**src/rtl/jpc_pkg.sv**
```systemverilog
package jpc_pkg;
   typedef enum logic [2:0] {
      ROLE_GPIO = 3'd0,
      ROLE_MODE = 3'd1,
      ROLE_SCLK = 3'd2,
      ROLE_SIN  = 3'd3,
      ROLE_SOUT = 3'd4,
      ROLE_STAT = 3'd5,
      ROLE_ERR  = 3'd6
   } pin_role_e;

   typedef struct packed {
      logic chan_on;
      logic sout_en;
      logic ext_en;
      logic err_set;
   } chan_state_t;
endpackage

```
**src/rtl/jpc_enable_reg.sv**
```systemverilog
module jpc_enable_reg #(
   parameter int unsigned ADDR_W     = 8,
   parameter int unsigned DATA_W     = 8,
   parameter int unsigned ENA_OFFSET = 'hC7,
   parameter int unsigned ENA_BIT    = 0
) (
   input  logic              clk,
   input  logic              por_n,
   input  logic              dev_rst_n,
   input  logic              bus_cs,
   input  logic              bus_we,
   input  logic [ADDR_W-1:0] bus_addr,
   input  logic [DATA_W-1:0] bus_wdata,
   output logic [DATA_W-1:0] bus_rdata,
   output logic              ena_q
);
   localparam logic [ADDR_W-1:0] OFFS = ADDR_W'(ENA_OFFSET);

   logic hit;
   assign hit = bus_cs && (bus_addr == OFFS);

   always_ff @(posedge clk or negedge por_n) begin
      if (!por_n)          ena_q <= 1'b0;
      else if (!dev_rst_n) ena_q <= 1'b0;
      else if (hit && bus_we) ena_q <= bus_wdata[ENA_BIT];
   end

   always_comb begin
      bus_rdata = '0;
      if (hit) bus_rdata[ENA_BIT] = ena_q;
   end
endmodule

```
**src/rtl/jpc_session.sv**
```systemverilog
module jpc_session (
   input  logic clk,
   input  logic por_n,
   input  logic chan_on,
   input  logic cmd_enter,
   input  logic cmd_exit,
   output logic sout_en_q,
   output logic ext_en_q
);
   always_ff @(posedge clk or negedge por_n) begin
      if (!por_n) begin
         sout_en_q <= 1'b0;
         ext_en_q  <= 1'b0;
      end else if (!chan_on) begin
         sout_en_q <= 1'b0;
         ext_en_q  <= 1'b0;
      end else begin
         if (cmd_enter) sout_en_q <= 1'b1;
         if (cmd_exit)       ext_en_q <= 1'b0;
         else if (cmd_enter) ext_en_q <= 1'b1;
      end
   end
endmodule

```
**src/rtl/jpc_err_latch.sv**
```systemverilog
module jpc_err_latch (
   input  logic clk,
   input  logic por_n,
   input  logic dev_rst_n,
   input  logic chan_on,
   input  logic flash_err,
   input  logic cmd_clear,
   output logic err_q
);
   always_ff @(posedge clk or negedge por_n) begin
      if (!por_n)                    err_q <= 1'b0;
      else if (!dev_rst_n)           err_q <= 1'b0;
      else if (flash_err)            err_q <= 1'b1;
      else if (cmd_clear && chan_on) err_q <= 1'b0;
   end
endmodule

```
**src/rtl/jpc_pin_map.sv**
```systemverilog
module jpc_pin_map
   import jpc_pkg::*;
#(
   parameter int unsigned PORT_W   = 8,
   parameter int unsigned PIN_MODE = 0,
   parameter int unsigned PIN_SCLK = 1,
   parameter int unsigned PIN_STAT = 3,
   parameter int unsigned PIN_ERR  = 4,
   parameter int unsigned PIN_SIN  = 5,
   parameter int unsigned PIN_SOUT = 6
) (
   input  chan_state_t       st,
   input  logic              flash_busy,
   input  logic              tap_sout,
   output logic [PORT_W-1:0] pin_own,
   output logic [PORT_W-1:0] pin_oe,
   output logic [PORT_W-1:0] pin_dout
);
   function automatic pin_role_e role_of(int unsigned idx);
      if (idx == PIN_MODE) return ROLE_MODE;
      if (idx == PIN_SCLK) return ROLE_SCLK;
      if (idx == PIN_SIN)  return ROLE_SIN;
      if (idx == PIN_SOUT) return ROLE_SOUT;
      if (idx == PIN_STAT) return ROLE_STAT;
      if (idx == PIN_ERR)  return ROLE_ERR;
      return ROLE_GPIO;
   endfunction

   for (genvar i = 0; i < PORT_W; i++) begin : g_pin
      localparam pin_role_e ROLE = role_of(i);
      if (ROLE == ROLE_GPIO) begin : g_gpio
         assign pin_own[i]  = 1'b0;
         assign pin_oe[i]   = 1'b0;
         assign pin_dout[i] = 1'b0;
      end else if (ROLE == ROLE_SOUT) begin : g_sout
         assign pin_own[i]  = st.chan_on;
         assign pin_oe[i]   = st.chan_on & st.sout_en;
         assign pin_dout[i] = tap_sout;
      end else if (ROLE == ROLE_STAT) begin : g_stat
         assign pin_own[i]  = st.chan_on & st.ext_en;
         assign pin_oe[i]   = st.chan_on & st.ext_en;
         assign pin_dout[i] = ~flash_busy;
      end else if (ROLE == ROLE_ERR) begin : g_err
         assign pin_own[i]  = st.chan_on & st.ext_en;
         assign pin_oe[i]   = st.chan_on & st.ext_en;
         assign pin_dout[i] = ~st.err_set;
      end else begin : g_input
         assign pin_own[i]  = st.chan_on;
         assign pin_oe[i]   = 1'b0;
         assign pin_dout[i] = 1'b0;
      end
   end
endmodule

```
**src/rtl/jtag_pin_ctl.sv**
```systemverilog
module jtag_pin_ctl
   import jpc_pkg::*;
#(
   parameter int unsigned PORT_W     = 8,
   parameter int unsigned ADDR_W     = 8,
   parameter int unsigned DATA_W     = 8,
   parameter int unsigned ENA_OFFSET = 'hC7,
   parameter int unsigned ENA_BIT    = 0,
   parameter int unsigned PIN_MODE   = 0,
   parameter int unsigned PIN_SCLK   = 1,
   parameter int unsigned PIN_STAT   = 3,
   parameter int unsigned PIN_ERR    = 4,
   parameter int unsigned PIN_SIN    = 5,
   parameter int unsigned PIN_SOUT   = 6
) (
   input  logic              clk,
   input  logic              por_n,
   input  logic              dev_rst_n,
   input  logic              nv_cfg_en,
   input  logic              logic_sel_en,
   input  logic              bus_cs,
   input  logic              bus_we,
   input  logic [ADDR_W-1:0] bus_addr,
   input  logic [DATA_W-1:0] bus_wdata,
   output logic [DATA_W-1:0] bus_rdata,
   input  logic              cmd_enter,
   input  logic              cmd_exit,
   input  logic              cmd_clear,
   input  logic              flash_busy,
   input  logic              flash_err,
   input  logic              tap_sout,
   output logic              chan_active,
   output logic [PORT_W-1:0] pin_own,
   output logic [PORT_W-1:0] pin_oe,
   output logic [PORT_W-1:0] pin_dout
);
   localparam int unsigned PIN_MAX = PORT_W - 1;

   if (PIN_MODE > PIN_MAX || PIN_SCLK > PIN_MAX || PIN_SIN > PIN_MAX ||
       PIN_SOUT > PIN_MAX || PIN_STAT > PIN_MAX || PIN_ERR > PIN_MAX) begin : g_bad_pin
      $error("pin index beyond port width");
   end
   if (ENA_BIT >= DATA_W) begin : g_bad_bit
      $error("enable bit beyond data width");
   end
   if (ENA_OFFSET >= (1 << ADDR_W)) begin : g_bad_offs
      $error("enable offset beyond address width");
   end

   logic        ena_q;
   logic        sout_en_q;
   logic        ext_en_q;
   logic        err_q;
   logic        chan_on;
   chan_state_t st;

   jpc_enable_reg #(
      .ADDR_W(ADDR_W), .DATA_W(DATA_W),
      .ENA_OFFSET(ENA_OFFSET), .ENA_BIT(ENA_BIT)
   ) u_ena (
      .clk(clk), .por_n(por_n), .dev_rst_n(dev_rst_n),
      .bus_cs(bus_cs), .bus_we(bus_we), .bus_addr(bus_addr),
      .bus_wdata(bus_wdata), .bus_rdata(bus_rdata), .ena_q(ena_q)
   );

   // The register grant is gated by the reset level; the other two are not.
   assign chan_on     = nv_cfg_en | logic_sel_en | (ena_q & dev_rst_n);
   assign chan_active = chan_on;

   jpc_session u_sess (
      .clk(clk), .por_n(por_n), .chan_on(chan_on),
      .cmd_enter(cmd_enter), .cmd_exit(cmd_exit),
      .sout_en_q(sout_en_q), .ext_en_q(ext_en_q)
   );

   jpc_err_latch u_err (
      .clk(clk), .por_n(por_n), .dev_rst_n(dev_rst_n), .chan_on(chan_on),
      .flash_err(flash_err), .cmd_clear(cmd_clear), .err_q(err_q)
   );

   always_comb begin
      st.chan_on = chan_on;
      st.sout_en = sout_en_q;
      st.ext_en  = ext_en_q;
      st.err_set = err_q;
   end

   jpc_pin_map #(
      .PORT_W(PORT_W), .PIN_MODE(PIN_MODE), .PIN_SCLK(PIN_SCLK),
      .PIN_STAT(PIN_STAT), .PIN_ERR(PIN_ERR), .PIN_SIN(PIN_SIN), .PIN_SOUT(PIN_SOUT)
   ) u_map (
      .st(st), .flash_busy(flash_busy), .tap_sout(tap_sout),
      .pin_own(pin_own), .pin_oe(pin_oe), .pin_dout(pin_dout)
   );
endmodule

```
**config.mk**
```make
export PLATFORM = sky130hd
export DESIGN_NAME = jtag_pin_ctl
export DESIGN_NICKNAME = d
export VERILOG_FILES = /design/src/rtl/jpc_pkg.sv /design/src/rtl/jpc_enable_reg.sv /design/src/rtl/jpc_session.sv /design/src/rtl/jpc_err_latch.sv /design/src/rtl/jpc_pin_map.sv /design/src/rtl/jtag_pin_ctl.sv
export SDC_FILE = /design/constraint.sdc
export NUM_CORES = 1
export LEC_CHECK = 0
export BUFFER_PORTS_ARGS = -buffer_cell sky130_fd_sc_hd__buf_4
export CAP_MARGIN = 25
export CORE_MARGIN = 2
export CORE_UTILIZATION = 32
export DETAILED_ROUTE_END_ITERATION = 10
export PLACE_DENSITY = 0.84
export SLEW_MARGIN = 40
export SYNTH_ARGS = -nofsm -noshare
export SYNTH_HDL_FRONTEND = slang
export SYNTH_SLANG_ARGS = --single-unit
```
**constraint.sdc**
```tcl
create_clock -name clk -period 2.4 [get_ports clk]
set_input_delay 0.24 -clock clk [delete_from_list [all_inputs] [get_ports clk]]
set_output_delay 0.24 -clock clk [all_outputs]
set_load 0.01 [all_outputs]
```
==> impl_results.md, run 1 <==
* Antenna viol nets, final at 0
* Smallest hold slack at 161.3 ps
* Vias after detailed routing at 371
* Critical path buffer and inverter count at 2
* Slowest CP cell: dfrtp_1
* Post-Route WL at 890 µm
* Post-synthesis sequential area ratio at 22.47%
* Maximum vdd drop at 0.2275 mV
* RR Startpoint: u_ena.ena_q
* Via density at 3.905
* Vias in the first global route at 289
* Largest net degree at the start of global routing at 9
* Final Util at 46.83%
* Fill count at 139
* Max Clock Skew at 2.060 ps
* Yosys warns at 0
* Cell Area, Synth at 445.4 µm²
* Placeable Area at 0.001301 mm²
* Worst setup path startpoint: u_ena.ena_q
* Final HPWL DP at 781 µm
* Final setup vio count at 0
* First-pass GRT wire length at 1090 µm
* Top FF cell, synth: dfrtp_1
* Synth top cells by count: buf_4 (27), dfrtp_1 (4), nand4b_1 (3), nor2_1 (3)
* Critical path startpoint category: flip-flop
* Fmax at 566.4 MHz
* ANT cells at 0
* Worst path required time at 2160 ps
* Overall fraction of global-route tracks in use at 10.12%
* Unrepaired setup endpoints after global routing: false
* Fin area at 609.3 µm²
* Row cnt at 13
* Non-Filler Instances at 95
* Clk sinks at 4
* Setup TNS at 0 ps
* Area growth, synth to finish at 36.80%
* Pwr Total at 0.2372 mW
* Seq cells post-synth at 4
* Die H at 41.31 µm
* Fin. Hold Viols at 0
* Number of enable flip-flop cells after synthesis at 0
* Worst Setup Slack, final at 634.4 ps
* Worst path max stage delay at 400 ps
* Final layout net count at 111
* WHS Path Cells at 2
* Async SR Flop Fraction at 100.0%
* Fin crit period at 1766 ps
* Crit-path leading delay family: flip-flops
* Period Utilization, post-route at 73.57%
* Die area at 0.001707 mm²
* Power per cell area at 389.2 mW/mm²
* Worst-path fanout max at 8
* Syn_area_per_cell at 8.566 µm²
* CTS max path bufs at 2
* Reg2reg path depth at 4
* Skew-Pair Late Insertion Delay at 230 ps
* Synth area leader: buf_4
* DRC at 0
* Initial antenna violation count at 0
* Status: complete, no violations
* Leak pwr at 0.3292 nW
* Synth top area share at 45.51%
* Die width at 41.31 µm
* # placed instances at 91
* CP arrival at 1530 ps
* Routed length per instance at 9.368 µm
* Top cells by area, synth: buf_4 (46%), dfrtp_1 (22%), nand4b_1 (5.9%)
* CTS tree: yes
* I/O pins at 62
* Hold Path Origin: cmd_exit
* I/O Buffers at 33
* Detailed Route Iter0 Violations at 2
* Root buffer cell: clkbuf_4
* Hold Path Class: input port to flip-flop
* Setup CP Type: flip-flop to output port
* Final Max Slew Viols at 0
* GR Overflow Total at 0
* Layout cells sized above 1 at 52.50%
* Total of max-cap violations at 0
* Starting Density at 34.23%
* Synth unique cells at 16
* Placement Cell Area at 576.8 µm²
* Pre-CTS setup slack at 885.7 ps
* Top-count cell post-synth: buf_4
* Worst-path clk slew at 40 ps
* Levels on crit path at 4
* Crit path cell chain: a211oi_2, inv_2, and2_2, buf_4
* Setup crit end kind: output port
* Cells after synthesis at 52
* First-pass DRT Iterations at 2
* Inserted Clock Buffers at 3
* GP Congestion at 0.6365
* CTS H-tree lvls at 1
## report_power, final
| group | internal (mW) | switching (mW) |
|---|---|---|
| logic | 0.0429 | 0.0394 |
| registers | 0.0716 | 0.00147 |
| clock network | 0.0558 | 0.0260 |
## final cells by class
type / count / area, µm² / area share [%]
repair buffers: 34 / 257.7 / 42.30
multi-input cells: 36 / 198.9 / 32.65
flip-flops and latches: 4 / 100.1 / 16.43
clock buffers: 3 / 22.52 / 3.696
well taps: 15 / 18.77 / 3.080
inverters: 3 / 11.26 / 1.848
## logic make-up (layout without fill, tap and decap cells)
| family | count (synthesis) | after routing | synth area share (%) |
|---|---|---|---|
| flops | 4 | 4 | 22.47 |
| mux | 1 | 1 | 2.247 |
| simple gates | 13 | 13 | 19.94 |
| compound gates | 3 | 3 | 6.461 |
| buf+inv | 30 | 40 | 48.03 |
| other cells | 1 | 19 | 0.8419 |
## registers in the layout, summed over array words and instances (netlist names)
register / cells
u_ena.ena_q: 1
u_err.err_q: 1
u_sess.ext_en_q: 1
u_sess.sout_en_q: 1
## repair_timing
item | 4_1_cts | 5_1_grt
hold endpoints to repair | 4 | 0
hold buffers | 1 | 0
gates resized for setup | 0 | 0
buffers inserted | 0 | 0
## worst reg2reg max path, stage by stage (launching register included)
cell and delay [ps]:
dfrtp_1 400, a211oi_2 370, inv_2 140, a21oi_2 160
o21a_1 110
## layer usage
metal / vias up / global-route usage (%) / wire length [µm]
met5: - / 0 / 0
met1: 166 / 10.10 / 273
met3: 0 / 3.191 / 115
li1: 180 / - / -
met4: 0 / 4.839 / 0
met2: 25 / 18.75 / 500
## layout by cell type (no fill, tap or decap), types with 2 or more instances in the layout
master and count:
nand2_1 2, nor2_1 3, buf_4 33, and2_2 2, nand4b_1 3, inv_1 2
dfrtp_1 4, conb_1 19, clkbuf_4 3
## path summary, 6_finish.rpt
check / end / slack, ps
hold / removal: u_sess.ext_en_q / 160
min in group asynchronous: u_sess.ext_en_q / 350
hold reg to reg: u_sess.sout_en_q / 490
max in group asynchronous: u_err.err_q / 1950
setup reg to reg: u_err.err_q / 1160
setup / recovery: pin_own[3] / 630
(Power assumes the default switching activity.)
==> inputs of run 2 (changes only) <==
--- a/config.mk
+++ b/config.mk
@@ -7,10 +7,11 @@
 export LEC_CHECK = 0
 export BUFFER_PORTS_ARGS = -buffer_cell sky130_fd_sc_hd__buf_4
 export CAP_MARGIN = 25
+export CORE_ASPECT_RATIO = 0.9
 export CORE_MARGIN = 2
-export CORE_UTILIZATION = 32
+export CORE_UTILIZATION = 29
 export DETAILED_ROUTE_END_ITERATION = 10
-export PLACE_DENSITY = 0.84
+export PLACE_DENSITY = 0.77
 export SLEW_MARGIN = 40
 export SYNTH_ARGS = -nofsm -noshare
 export SYNTH_HDL_FRONTEND = slang
==> constraint.sdc (replaced) <==
create_clock -name clk -period 1.84 [get_ports clk]
set_input_delay 0.184 -clock clk [delete_from_list [all_inputs] [get_ports clk]]
set_output_delay 0.184 -clock clk [all_outputs]
set_load 0.01 [all_outputs]
==> run 2 against run 1 <==
  * Non-clock buffer count unchanged
  * Via count down 0.81%
  * Wire length up 2.2%
  * Die area up 9.3%
  * Design area unchanged
  * Critical path depth unchanged
  * Worst setup slack worse by 490 ps
  * Clock power up 32%
  * Utilization down 4.7 points
  * Combinational power up 31%
==> impl_results.md, run 2 (synthesis gave the netlist of run 1 again) <==
* Status: complete, no violations
* Fin crit period at 1693 ps
* Overall fraction of global-route tracks in use at 9.811%
* Total of max-cap violations at 0
* Post-cts resize count at 0
* Die width at 45.31 µm
* Post-Route WL at 910 µm
* CP arrival at 1510 ps
* Area growth, synth to finish at 36.80%
* Detailed Route Iter0 Violations at 4
* Vias in the first global route at 288
* Vias after detailed routing at 368
* I/O pins at 62
* Skew-Pair Late Insertion Delay at 230 ps
* Placement Cell Area at 576.8 µm²
* Root buffer cell: clkbuf_4
* Worst Setup Slack, final at 146.6 ps
* Leak pwr at 0.3292 nW
* Worst-path fanout max at 8
* Placeable Area at 0.001448 mm²
* Layout cells sized above 1 at 52.50%
* Setup CP Type: flip-flop to output port
* Routed length per instance at 9.579 µm
* Fmax at 590.5 MHz
* CTS tree: yes
* Worst-path clk slew at 40 ps
* Antenna viol nets, final at 0
* Most common cell after layout, fill and taps aside: buf_4
* First-pass DRT Iterations at 3
* Die H at 41.18 µm
* Fin. Hold Viols at 0
* Final layout net count at 111
* Final HPWL DP at 803.5 µm
* Critical path startpoint category: flip-flop
* Inserted Clock Buffers at 3
* Post-CTS Hold Buffers at 1
* Fin area at 609.3 µm²
* Via density at 3.874
* Setup TNS at 0 ps
* Unrepaired setup endpoints after global routing: false
* Max Clock Skew at 3.187 ps
* Final Max Slew Viols at 0
* ANT cells at 0
* CTS H-tree lvls at 1
* Smallest hold slack at 106.5 ps
* Pre-CTS setup slack at 384.7 ps
* Initial antenna violation count at 0
* Power per cell area at 510.4 mW/mm²
* CTS max path bufs at 2
* Die area at 0.001866 mm²
* Largest net degree at the start of global routing at 9
* Hold Path Class: input port to flip-flop
* Final setup vio count at 0
* Worst path required time at 1660 ps
* Setup crit end kind: output port
* Most frequent cells in the layout: buf_4 (33), conb_1 (19), dfrtp_1 (4)
* GP Congestion at 0.6237
* DRC at 0
* I/O Buffers at 33
* Maximum vdd drop at 0.2863 mV
* Clk sinks at 4
* Fill count at 151
* Period Utilization, post-route at 92.03%
* First-pass GRT wire length at 1193 µm
* Setup Buffers After CTS at 0
* GR Overflow Total at 0
* Starting Density at 30.77%
* Row cnt at 13
==> run 2: layout make-up <==
class                      instances  area (µm²)  area share (%)
inverter                           3       11.26           1.848
multi-input combinational         36       198.9           32.65
clock buffer                       3       22.52           3.696
timing repair buffer              34       257.7           42.30
tap                               15       18.77           3.080
sequential                         4       100.1           16.43
==> run 2: metrics by stage <==
stage / total power [mW] / utilization [%] / std cells
floorplan: 0.1830 / - / 70
global placement: 0.2005 / 39.84 / 91
detailed placement: 0.2029 / 39.84 / 91
CTS: 0.3186 / 42.09 / 95
global route: 0.3376 / 42.09 / 95
finish: 0.3110 / 42.09 / 95
==> run 2: layer usage <==
layer,part of all wire (%),track usage [%]
met5,0,0
met4,0,8.824
met3,9.2,2.643
met2,56,16.43
met1,34,10.34
==> run 2: critical path: stages, from the launching register on <==
cell and delay (ps):
dfrtp_1 400, a211oi_2 350, inv_2 140, and2_2 240, buf_4 140
==> run 2: final timing paths <==
path,start,end,slack (ps),depth (start not counted)
setup / recovery,u_ena.ena_q,pin_own[4],150,4
hold / removal,cmd_exit,u_sess.ext_en_q,110,2
setup reg to reg,u_ena.ena_q,u_err.err_q,610,4
hold reg to reg,u_sess.sout_en_q,u_sess.sout_en_q,490,2
max in group asynchronous,por_n,u_sess.sout_en_q,1450,2
min in group asynchronous,por_n,u_ena.ena_q,290,2
==> run 2: where the power goes <==
part / internal [mW] / leakage (nW) / switching [mW] / total, mW
sequential: 0.0933 / 0.0508 / 0.00181 / 0.0951
combinational: 0.0561 / 0.265 / 0.0518 / 0.108
clock: 0.0729 / 0.0138 / 0.0351 / 0.108
==> inputs of run 3 (changes only) <==
==> constraint.sdc (replaced) <==
create_clock -name clk -period 1.84 [get_ports clk]
set_input_delay 0.184 -clock clk [delete_from_list [all_inputs] [get_ports clk]]
set_output_delay 0.184 -clock clk [all_outputs]
set_load 0.05 [all_outputs]
==> run 3 against run 2 <==
  * Wire length decreased by 4.0%
  * Register-to-register slack improved by 40 ps
  * Utilization increased by 0.43 points
  * Largest power group unchanged
  * Combinational power increased by 110%
  * Worst hold slack got worse by 7.9 ps
  * Via count decreased by 0.54%
  * Final cell count unchanged
  * Clock skew decreased by 3.1 ps
  * Die area unchanged
  * Highest routed layer is now met4
  * Critical endpoint unchanged
  * Critical path depth unchanged
==> impl_results.md, run 3 (synthesis gave the netlist of run 1 again) <==
* Status: complete, no violations
* Worst path required time at 1660 ps
* Period Utilization, post-route at 93.05%
* Post-Route WL at 874 µm
* Pwr Total at 0.4316 mW
* Clk sinks at 4
* Worst setup path startpoint: u_ena.ena_q
* Fin crit period at 1712 ps
* First-pass GRT wire length at 1083 µm
* Most frequent cells in the layout: buf_4 (33), conb_1 (19), dfrtp_1 (4)
* Unrepaired setup endpoints after global routing: false
* GR Overflow Total at 0
* CP endpoint: pin_own[4]
* Setup TNS at 0 ps
* Max Clock Skew at 0.07269 ps
* Maximum vdd drop at 0.3206 mV
* Fmax at 584.1 MHz
* Row cnt at 13
* CTS tree: yes
* CTS max path bufs at 2
* Setup CP Type: flip-flop to output port
* Placeable Area at 0.001448 mm²
* R2R Setup Slk at 650 ps
* I/O pins at 62
* Inserted Clock Buffers at 3
* Worst R2R End: u_err.err_q
* CTS H-tree lvls at 1
* Initial antenna violation count at 0
* RR Startpoint: u_ena.ena_q
* Total of max-cap violations at 0
* Largest net degree at the start of global routing at 9
* Setup Buffers After CTS at 0
* Overall fraction of global-route tracks in use at 9.151%
* Post-CTS Hold Buffers at 1
* Setup crit end kind: output port
* Area growth, synth to finish at 38.20%
* Die width at 45.31 µm
* Vias after detailed routing at 366
* Critical path startpoint category: flip-flop
* Most common cell after layout, fill and taps aside: buf_4
* Hold Path Class: input port to flip-flop
* Die H at 41.18 µm
* Worst-path fanout max at 8
* Worst-path clk slew at 40 ps
* Final Max Slew Viols at 0
* Via density at 3.853
* Antenna viol nets, final at 0
* Routed length per instance at 9.200 µm
* Final setup vio count at 0
* Fin. Hold Viols at 0
* Die area at 0.001866 mm²
* Layout cells sized above 1 at 53.75%
* Leak pwr at 0.3301 nW
* Starting Density at 30.77%
* Post-cts resize count at 0
* DRC at 0
* Skew-Pair Late Insertion Delay at 240 ps
* CP arrival at 1530 ps
* Vias in the first global route at 258
* Final layout net count at 111
* I/O Buffers at 33
* Fill count at 160
* First-pass DRT Iterations at 4
* Detailed Route Iter0 Violations at 3
* Root buffer cell: clkbuf_4
* Power per cell area at 701.1 mW/mm²
* ANT cells at 0
* GP Congestion at 0.6415
* Reg2reg path depth at 4
## run 3: cell counts in the layout (fill, tap and decap cells not counted)
Identical to the previous run, type by type.
## run 3: layout make-up
class | count | area (µm²) | area share (%)
multi-input combinational | 36 | 205.2 | 33.33
sequential | 4 | 100.1 | 16.26
clock buffer | 3 | 22.52 | 3.659
tap | 15 | 18.77 | 3.049
inverter | 3 | 11.26 | 1.829
timing repair buffer | 34 | 257.7 | 41.87
## run 3: worst min path at each step
stage | slack [ps] | end | startpoint | depth (start not counted)
6_report | 100 | u_sess.ext_en_q | cmd_exit | 2
2_1_floorplan | -110 | u_ena.ena_q | por_n | 0
3_5_place_dp | -20 | u_err.err_q | por_n | 1
3_3_place_gp | -20 | u_sess.sout_en_q | por_n | 1
4_1_cts | 90 | u_sess.ext_en_q | cmd_exit | 2
5_1_grt | 100 | u_sess.ext_en_q | cmd_exit | 2
## run 3: per-stage QoR
stage                     setup slack (ps)  hold WS [ps]  instances  area [µm²]  utilization (%)
final                                127.8         98.62         95       615.6            42.52
after global routing                 47.46         98.29         95       615.6            42.52
after CTS                            108.1         92.44         95       615.6            42.52
after detailed placement             367.4        -16.37         91       583.1            40.28
after global placement               364.3        -18.29         91       583.1            40.28
after floorplan                      201.6        -111.6         70       519.2                -
## run 3: layer usage
layer / wire length (µm) / part of all wire, % / GRT usage (%) / vias to the layer above
li1: - / - / - / 179
met1: 271 / 31 / 8.527 / 157
met2: 489 / 56 / 15.36 / 27
met3: 89 / 10 / 2.643 / 3
met4: 24 / 2.7 / 11.03 / 0
met5: 0 / 0 / 0 / -
## run 3: worst max-delay path, stage by stage, from the launching register on
cell and delay (ps):
dfrtp_1 400, a211oi_2 340, inv_2 130, and2_2 240, buf_4 190
## run 3: power by group
part           switching [mW]  internal [mW]  total (mW)
Clock                  0.0382         0.0731       0.111
Sequential            0.00186         0.0933      0.0952
Combinational           0.168         0.0575       0.225
